### src/rtl/eau_pkg.sv
package eau_pkg;
  typedef enum logic {ST_IDLE = 1'b0, ST_BUSY = 1'b1} eau_state_e;

  // Cycle address of the first (or only) cycle: words start on the even byte.
  function automatic logic [63:0] first_addr(input logic [63:0] a, input logic word);
    return word ? {a[63:1], 1'b0} : a;
  endfunction
endpackage

### src/rtl/eau_cfg_reg.sv
module eau_cfg_reg #(
  parameter int AW = 24,
  parameter logic [AW-1:0] CTRL_ADDR = 24'hFEE01E
) (
  input  logic          clk,
  input  logic          rst,
  input  logic          acc,
  input  logic          req_ext,
  input  logic          req_wr,
  input  logic [AW-1:0] req_addr,
  input  logic          wbit,
  output logic          mode1_q,
  output logic [7:0]    rdata
);
  logic hit;
  assign hit = acc && !req_ext && req_wr && (req_addr == CTRL_ADDR);

  always_ff @(posedge clk) begin
    if (rst)      mode1_q <= 1'b1;
    else if (hit) mode1_q <= wbit;
  end

  assign rdata = {7'h7F, mode1_q};
endmodule

### src/rtl/eau_seq.sv
module eau_seq
  import eau_pkg::*;
#(
  parameter int CYC_LEN = 2
) (
  input  logic clk,
  input  logic rst,
  input  logic acc,
  input  logic is_read,
  input  logic split,
  output logic ready,
  output logic rd_n,
  output logic second_go
);
  localparam int CW = (CYC_LEN > 2) ? $clog2(CYC_LEN) : 1;
  localparam logic [CW-1:0] LAST = CW'(CYC_LEN - 1);
  localparam logic [CW-1:0] RISE = CW'(CYC_LEN - 2);

  eau_state_e    state_q;
  logic [CW-1:0] cnt_q;
  logic          half_q, split_q, rdcyc_q, rd_q;
  logic          at_last;

  assign at_last   = (state_q == ST_BUSY) && (cnt_q == LAST);
  assign second_go = at_last && split_q && !half_q;
  assign ready     = (state_q == ST_IDLE);
  assign rd_n      = rd_q;

  always_ff @(posedge clk) begin
    if (rst) begin
      state_q <= ST_IDLE;
      cnt_q   <= '0;
      half_q  <= 1'b0;
      split_q <= 1'b0;
      rdcyc_q <= 1'b0;
      rd_q    <= 1'b1;
    end else if (state_q == ST_IDLE) begin
      if (acc) begin
        state_q <= ST_BUSY;
        cnt_q   <= '0;
        half_q  <= 1'b0;
        split_q <= split;
        rdcyc_q <= is_read;
        rd_q    <= !is_read;
      end
    end else if (at_last) begin
      if (second_go) begin
        half_q <= 1'b1;
        cnt_q  <= '0;
        rd_q   <= !rdcyc_q;
      end else begin
        state_q <= ST_IDLE;
        rd_q    <= 1'b1;
      end
    end else begin
      cnt_q <= cnt_q + 1'b1;
      if (cnt_q == RISE) rd_q <= 1'b1;
    end
  end
endmodule

### src/rtl/eau_addr_out.sv
module eau_addr_out #(
  parameter int AW = 24
) (
  input  logic          clk,
  input  logic          rst,
  input  logic          acc,
  input  logic          load_first,
  input  logic          load_second,
  input  logic [AW-1:0] first,
  input  logic [AW-1:0] req_addr,
  output logic [AW-1:0] ext_addr
);
  logic [AW-1:0] odd_q;

  always_ff @(posedge clk) begin
    if (rst) begin
      ext_addr <= '0;
      odd_q    <= '0;
    end else begin
      if (acc)         odd_q    <= {req_addr[AW-1:1], 1'b1};
      if (load_first)  ext_addr <= first;
      else if (load_second) ext_addr <= odd_q;
    end
  end
endmodule

### src/rtl/ext_addr_unit.sv
module ext_addr_unit #(
  parameter int AW = 24,
  parameter int CYC_LEN = 2,
  parameter logic [AW-1:0] CTRL_ADDR = 24'hFEE01E
) (
  input  logic          clk,
  input  logic          rst,
  input  logic          req_valid,
  output logic          req_ready,
  input  logic [AW-1:0] req_addr,
  input  logic          req_ext,
  input  logic          req_word,
  input  logic          req_wr,
  input  logic          area_8bit,
  input  logic [7:0]    req_wdata,
  output logic [AW-1:0] ext_addr,
  output logic          rd_n,
  output logic [7:0]    reg_rdata
);
  import eau_pkg::*;

  logic          acc, mode1_q, second_go, split, is_read, load_first;
  logic [AW-1:0] first;

  assign acc        = req_valid && req_ready;
  assign split      = req_ext && req_word && area_8bit;
  assign is_read    = req_ext && !req_wr;
  assign first      = AW'(first_addr(64'(req_addr), req_word));
  assign load_first = acc && (mode1_q || req_ext);

  eau_cfg_reg #(.AW(AW), .CTRL_ADDR(CTRL_ADDR)) u_cfg (
    .clk(clk), .rst(rst), .acc(acc), .req_ext(req_ext), .req_wr(req_wr),
    .req_addr(req_addr), .wbit(req_wdata[0]), .mode1_q(mode1_q), .rdata(reg_rdata)
  );

  eau_seq #(.CYC_LEN(CYC_LEN)) u_seq (
    .clk(clk), .rst(rst), .acc(acc), .is_read(is_read), .split(split),
    .ready(req_ready), .rd_n(rd_n), .second_go(second_go)
  );

  eau_addr_out #(.AW(AW)) u_addr (
    .clk(clk), .rst(rst), .acc(acc), .load_first(load_first),
    .load_second(second_go), .first(first), .req_addr(req_addr), .ext_addr(ext_addr)
  );
endmodule

### config.mk
export PLATFORM = sky130hd
export DESIGN_NAME = ext_addr_unit
export DESIGN_NICKNAME = d
export VERILOG_FILES = /design/src/rtl/eau_pkg.sv /design/src/rtl/eau_cfg_reg.sv /design/src/rtl/eau_seq.sv /design/src/rtl/eau_addr_out.sv /design/src/rtl/ext_addr_unit.sv
export SDC_FILE = /design/constraint.sdc
export NUM_CORES = 1
export LEC_CHECK = 0
export BUFFER_PORTS_ARGS = -buffer_cell sky130_fd_sc_hd__buf_2
export CAP_MARGIN = 20
export CORE_MARGIN = 4
export CORE_UTILIZATION = 47
export DETAILED_ROUTE_END_ITERATION = 10
export GPL_TIMING_DRIVEN = 0
export PLACE_DENSITY_LB_ADDON = 0.3
export SYNTH_ARGS = -nofsm -noshare
export SYNTH_HDL_FRONTEND = slang
export SYNTH_HIERARCHICAL = 1
export SYNTH_SLANG_ARGS = --single-unit
### constraint.sdc
create_clock -name clk -period 1.3 [get_ports clk]
set_input_delay 0.13 -clock clk [delete_from_list [all_inputs] [get_ports clk]]
set_output_delay 0.13 -clock clk [all_outputs]
set_load 0.1 [all_outputs]
Word level (Yosys, flattened, before mapping). Index checks and enable logic that the tools add are counted.

Add/sub/neg operators: 1. Equal/unequal tests: 5. Multiplexer cells: 19. Bitwise operators: 1. Reductions and logical operators: 23.

Operators with widths (count): $mux W24 (2); $eq A24 B24 Y1 const B (1); $mux W1 (17); $logic_and A1 B1 Y1 (11); $ne A3 B3 Y1 const B (2); $reduce_and A2 Y1 (3); $logic_not A1 Y1 (5); $ne A2 B2 Y1 const B (2); $reduce_bool A2 Y1 (2); $reduce_and A3 Y1 (1); $add A1 B1 Y1 const B (1); $logic_or A1 B1 Y1 (1); $not A1 Y1 (1).

Register bits: 55. Output and inout bits: 34.

Logic depth before layout (Yosys ltp).
Depth in word-level cells: 6. Depth in mapped cells: 7.

Modules after synthesis. The synthesis kept the hierarchy.

By module, submodules not included: eau_addr_out (times used 1, cells an instance 184, area an instance 2074.5 um2, sequential area each 960.9 um2); eau_seq (times used 1, cells an instance 30, area an instance 267.8 um2, sequential area each 120.1 um2); eau_cfg_reg (times used 1, cells an instance 23, area an instance 191.4 um2, sequential area each 20.0 um2); ext_addr_unit (times used 1, cells an instance 5, area an instance 35.0 um2, sequential area each 0.0 um2).

Worst setup path before layout. OpenSTA, ideal clock, no wires.

Path kind: flip-flop to flip-flop. From: register u_seq.state_q. To: register u_addr.odd_q[10]. Library setup time: 117 ps. Arrival time: 1963 ps. Slack: -780 ps. Cell stages (with the launch flop): 8. Buffers on the path: 3. Cell sequence: dfxtp_1 -> buf_6 -> inv_1 -> and2_1 -> buf_4 -> buf_4 -> mux2i_1 -> nor2_1.

Cells in the longest elaborated chain, start to end: 2.

RTL lines: from (decl) (line eau_seq.sv:19) `eau_state_e state_q;`; from (signal assigned) (line eau_seq.sv:31) `state_q <= ST_IDLE;`; from (signal assigned) (line eau_seq.sv:39) `state_q <= ST_BUSY;`; from (signal assigned) (line eau_seq.sv:52) `state_q <= ST_IDLE;`; $not A1 Y1 (no source line); net req_ready (line ext_addr_unit.sv:9) `output logic req_ready,`; $logic_and A1 B1 Y1 (line ext_addr_unit.sv:25) `assign acc = req_valid && req_ready;`; net acc (line ext_addr_unit.sv:22) `logic acc, mode1_q, second_go, split, is_read, load_first;`; to (signal assigned) (line eau_addr_out.sv:20) `if (acc) odd_q <= {req_addr[AW-1:1], 1'b1};`; to (decl) (line eau_addr_out.sv:13) `logic [AW-1:0] odd_q;`.

The timed path passes the listed nets, and every way through them passes these cells. A chain may end at the register's enable or synchronous reset.

Worst setup path after layout.
From: register u_seq.state_q. To: register u_addr.ext_addr[16].

Cells in the longest elaborated chain, start to end: 4. Elaborated cells on any way between the ends: 8. Classes of those cells: 1 x mux; 1 x bitwise; 6 x reduce/logical.

RTL lines: $logic_and A1 B1 Y1 (line eau_seq.sv:24) `assign at_last = (state_q == ST_BUSY) && (cnt_q == LAST);`; $logic_and A1 B1 Y1 (2 in series) (line eau_seq.sv:25) `assign second_go = at_last && split_q && !half_q;`; net second_go (line ext_addr_unit.sv:22); $reduce_bool A2 Y1 (no source line); to (signal assigned) (line eau_addr_out.sv:21) `if (load_first) ext_addr <= first;`; to (signal assigned) (line eau_addr_out.sv:22) `else if (load_second) ext_addr <= odd_q;`; to (decl) (line eau_addr_out.sv:11) `output logic [AW-1:0] ext_addr`.

The timed path passes the listed nets, and every way through them passes these cells.

==> impl_metrics.json <==
{
  "status": "finished with violations",
  "violations": "negative setup slack",
  "p_per_area_nw_per_um2": 1210,
  "regArea_um2": 1100,
  "final_nets": 365,
  "drtAntennaViolNets": 0,
  "clockBufferDepth": 2,
  "start_util_pct": 49.4,
  "ir_drop_mv": 0.751,
  "finalHoldViolations": 0,
  "area_growth_pct": 34.8,
  "synth.cell_area_um2": 2570,
  "path_max_fanout": 6,
  "grt-ovfl-total": 0,
  "slew_viol_final": 0,
  "ys_types": 29,
  "postPlaceCellArea_um2": 3040,
  "n_antenna_cell": 0,
  "arrival_ns": 1.60,
  "grt_pass1_vias": 1979,
  "critical-path-top-delay-family": "buffers and inverters",
  "grt_usage_pct": 18.1,
  "die_w_um": 81.9,
  "max_freq_mhz": 714,
  "cap_violations": 0,
  "core_um2": 5200,
  "yosys_register_bits": 55,
  "syn_inst": 242,
  "crit_slowest_cell": "dfxtp_2",
  "remaining_drc_errors": 0,
  "fp.dieH_um": 81.9,
  "crit_buf_inv": 4,
  "clock-root-buffer": "clkbuf_8",
  "gp_congestion": 0.811,
  "finish.instance_area_um2": 3460,
  "nFillCells": 426,
  "clkSlewWorstSetupHoldPaths_ns": 0.10,
  "synth_edf_count": 0,
  "synth_area_per_cell_um2": 10.6,
  "min_from": "req_addr[14]",
  "yosysMostFrequentCell": "dfxtp_1",
  "fin_ws_ns": -0.100,
  "grt_max_degree": 18,
  "r2r_cells": 7,
  "routed_wl_um": 6130,
  "startpoint": "u_seq/state_q",
  "finalCritPeriodShare_pct": 108,
  "setup_viol": 48,
  "r2r_end": "u_addr/ext_addr[16]",
  "critPathMaxStageDelay_ns": 0.34,
  "clock_skew_ns": 0.00670,
  "clk_latency_ns": 0.31,
  "htree_levels": 2,
  "multi_input_area_um2": 1420,
  "min_path_cells": 3,
  "synthTopCellsByArea": "dfxtp_1, mux2i_1, a211oi_2",
  "ios": 73,
  "crit_type": "flip-flop to flip-flop",
  "cts_tree": "built",
  "dr_total_vias": 2003,
  "portBuffers": 58,
  "antenna_found_initial": 0,
  "rsz0062_at_grt": "true",
  "synth_top_cell_by_area": "dfxtp_1",
  "worstPathCellList": "buf_6 > nand4b_4 > inv_2 > buf_12 > clkbuf_16 > mux2i_2 > a211oi_2",
  "synth-async-reset-ratio_pct": 0,
  "synth_top_area_share_pct": 42.9,
  "crit_path_end_kind": "flip-flop",
  "die-area_um2": 6710,
  "period_needed_ns": 1.40,
  "worst_slew_pin_slew_ns": 0.776,
  "drt-wirelength-per-cell_um": 15.4,
  "post-dp-hpwl_um": 4030,
  "drt-initial-drc-count": 111,
  "cts_num_sinks": 55,
  "synthFlopType": "dfxtp_1",
  "ys_seq_area_share_pct": 42.9,
  "holdWs_ns": 0.0949,
  "holdBufCountCts": 0,
  "first_pass_iters": 4,
  "grt_pass1_wl_um": 9230,
  "holdPathEnd": "u_addr/odd_q[14]",
  "rows": 26,
  "rr_startpoint": "u_seq/state_q",
  "numCtsBuffers": 5,
  "hold_class": "input port to flip-flop",
  "ys_top_cells_by_count": "dfxtp_1, mux2i_1, nor2_1, nor2b_1, a211oi_2",
  "total_power_mw": 4.18,
  "start_kind": "flip-flop",
  "relSlewSlack_pct": 48.3,
  "via_per_inst": 5.05,
  "r2r_slack_ns": -0.10,
  "crit_required_ns": 1.50,
  "p_leak_nw": 1.43,
  "yosys_warnings": 6,
  "final_layout_size_suffix_gt1_share_pct": 47.1
}
-- metrics by stage --
step / worst slack [ns] / TNS (ns) / util, % / instances
after CTS: -0.0912 / -1.01 / 62.7 / 393
after global placement: -0.304 / -4.16 / 58.4 / 376
after global routing: -0.157 / -5.33 / 66.5 / 397
after floorplan: -0.506 / -22.98 / - / 248
after detailed placement: -0.295 / -4.91 / 58.4 / 376
final: -0.100 / -2.48 / 66.5 / 397
-- per-layer routing --
layer,wire (um),vias to the layer above,GRT usage [%],part of all wire [%]
li1,-,997,-,-
met5,0,-,0,0
met3,261,6,2.63,4.3
met2,3030,49,30.4,49
met4,64,0,6.81,1.0
met1,2780,951,23.3,45
-- layout make-up --
class / instances / share of cell area, %
sequential: 55 / 31.8
tap: 70 / 2.53
inverter: 4 / 0.542
multi-input combinational: 165 / 40.9
clock buffer: 5 / 1.99
timing repair buffer: 71 / 14.1
clock inverter: 3 / 0.578
buffer: 24 / 7.52
-- cells in the final DEF (no fill, tap or decap), types with 4 or more instances in the layout --
cell       n
mux2i_1   35
clkbuf_8   7
a21oi_1    4
buf_2     58
buf_12     5
mux2i_2   10
o21ai_0    4
nand2_1    4
nor2b_1   23
a211oi_2  21
nor2_1    29
conb_1     7
buf_4     14
dfxtp_1   54
buf_6      8
-- sequential cells by signal, summed over array words and instances (netlist names) --
register         count
u_seq/rd_n           1
u_addr/ext_addr     24
u_cfg/mode1_q        1
u_seq/split_q        1
u_addr/odd_q        24
u_seq/state_q        1
u_seq/half_q         1
u_seq/cnt_q          1
u_seq/rdcyc_q        1
-- cells by family (layout without fill, tap and decap cells) --
kind of cell | Yosys count | in the layout | synth area share [%]
simple gates | 75 | 75 | 16.8
flops | 55 | 55 | 42.9
mux | 48 | 48 | 18.7
compound gates | 35 | 35 | 13.6
buf+inv | 28 | 107 | 7.84
other cells | 1 | 7 | 0.146
-- repair_timing --
item | 4_1_cts | 5_1_grt
gates cloned | 1 | 3
setup endpoints to repair | 44 | 54
gates resized for setup | 13 | 28
pin swaps | 3 | 22
setup buffers | 9 | 1
-- power by group --
group          switching, mW  internal (mW)  total [mW]
combinational          0.934          0.409        1.34
sequential            0.0841           1.81        1.90
clock                  0.563          0.376       0.939
-- worst max path at each step --
stage / endpoint / slack, ns / depth (start not counted)
6_report: u_addr/ext_addr[16] / -0.10 / 7
5_1_grt: u_addr/odd_q[17] / -0.16 / 7
4_1_cts: u_addr/ext_addr[12] / -0.09 / 7
3_5_place_dp: u_cfg/mode1_q / -0.30 / 5
3_3_place_gp: u_cfg/mode1_q / -0.30 / 5
2_1_floorplan: u_addr/odd_q[10] / -0.51 / 7
-- worst min-delay path, cell delays in order --
cell and delay, ns:
buf_2 0.10, mux2i_1 0.06, nor2_1 0.07
Power figures use the tool's default switching activity.
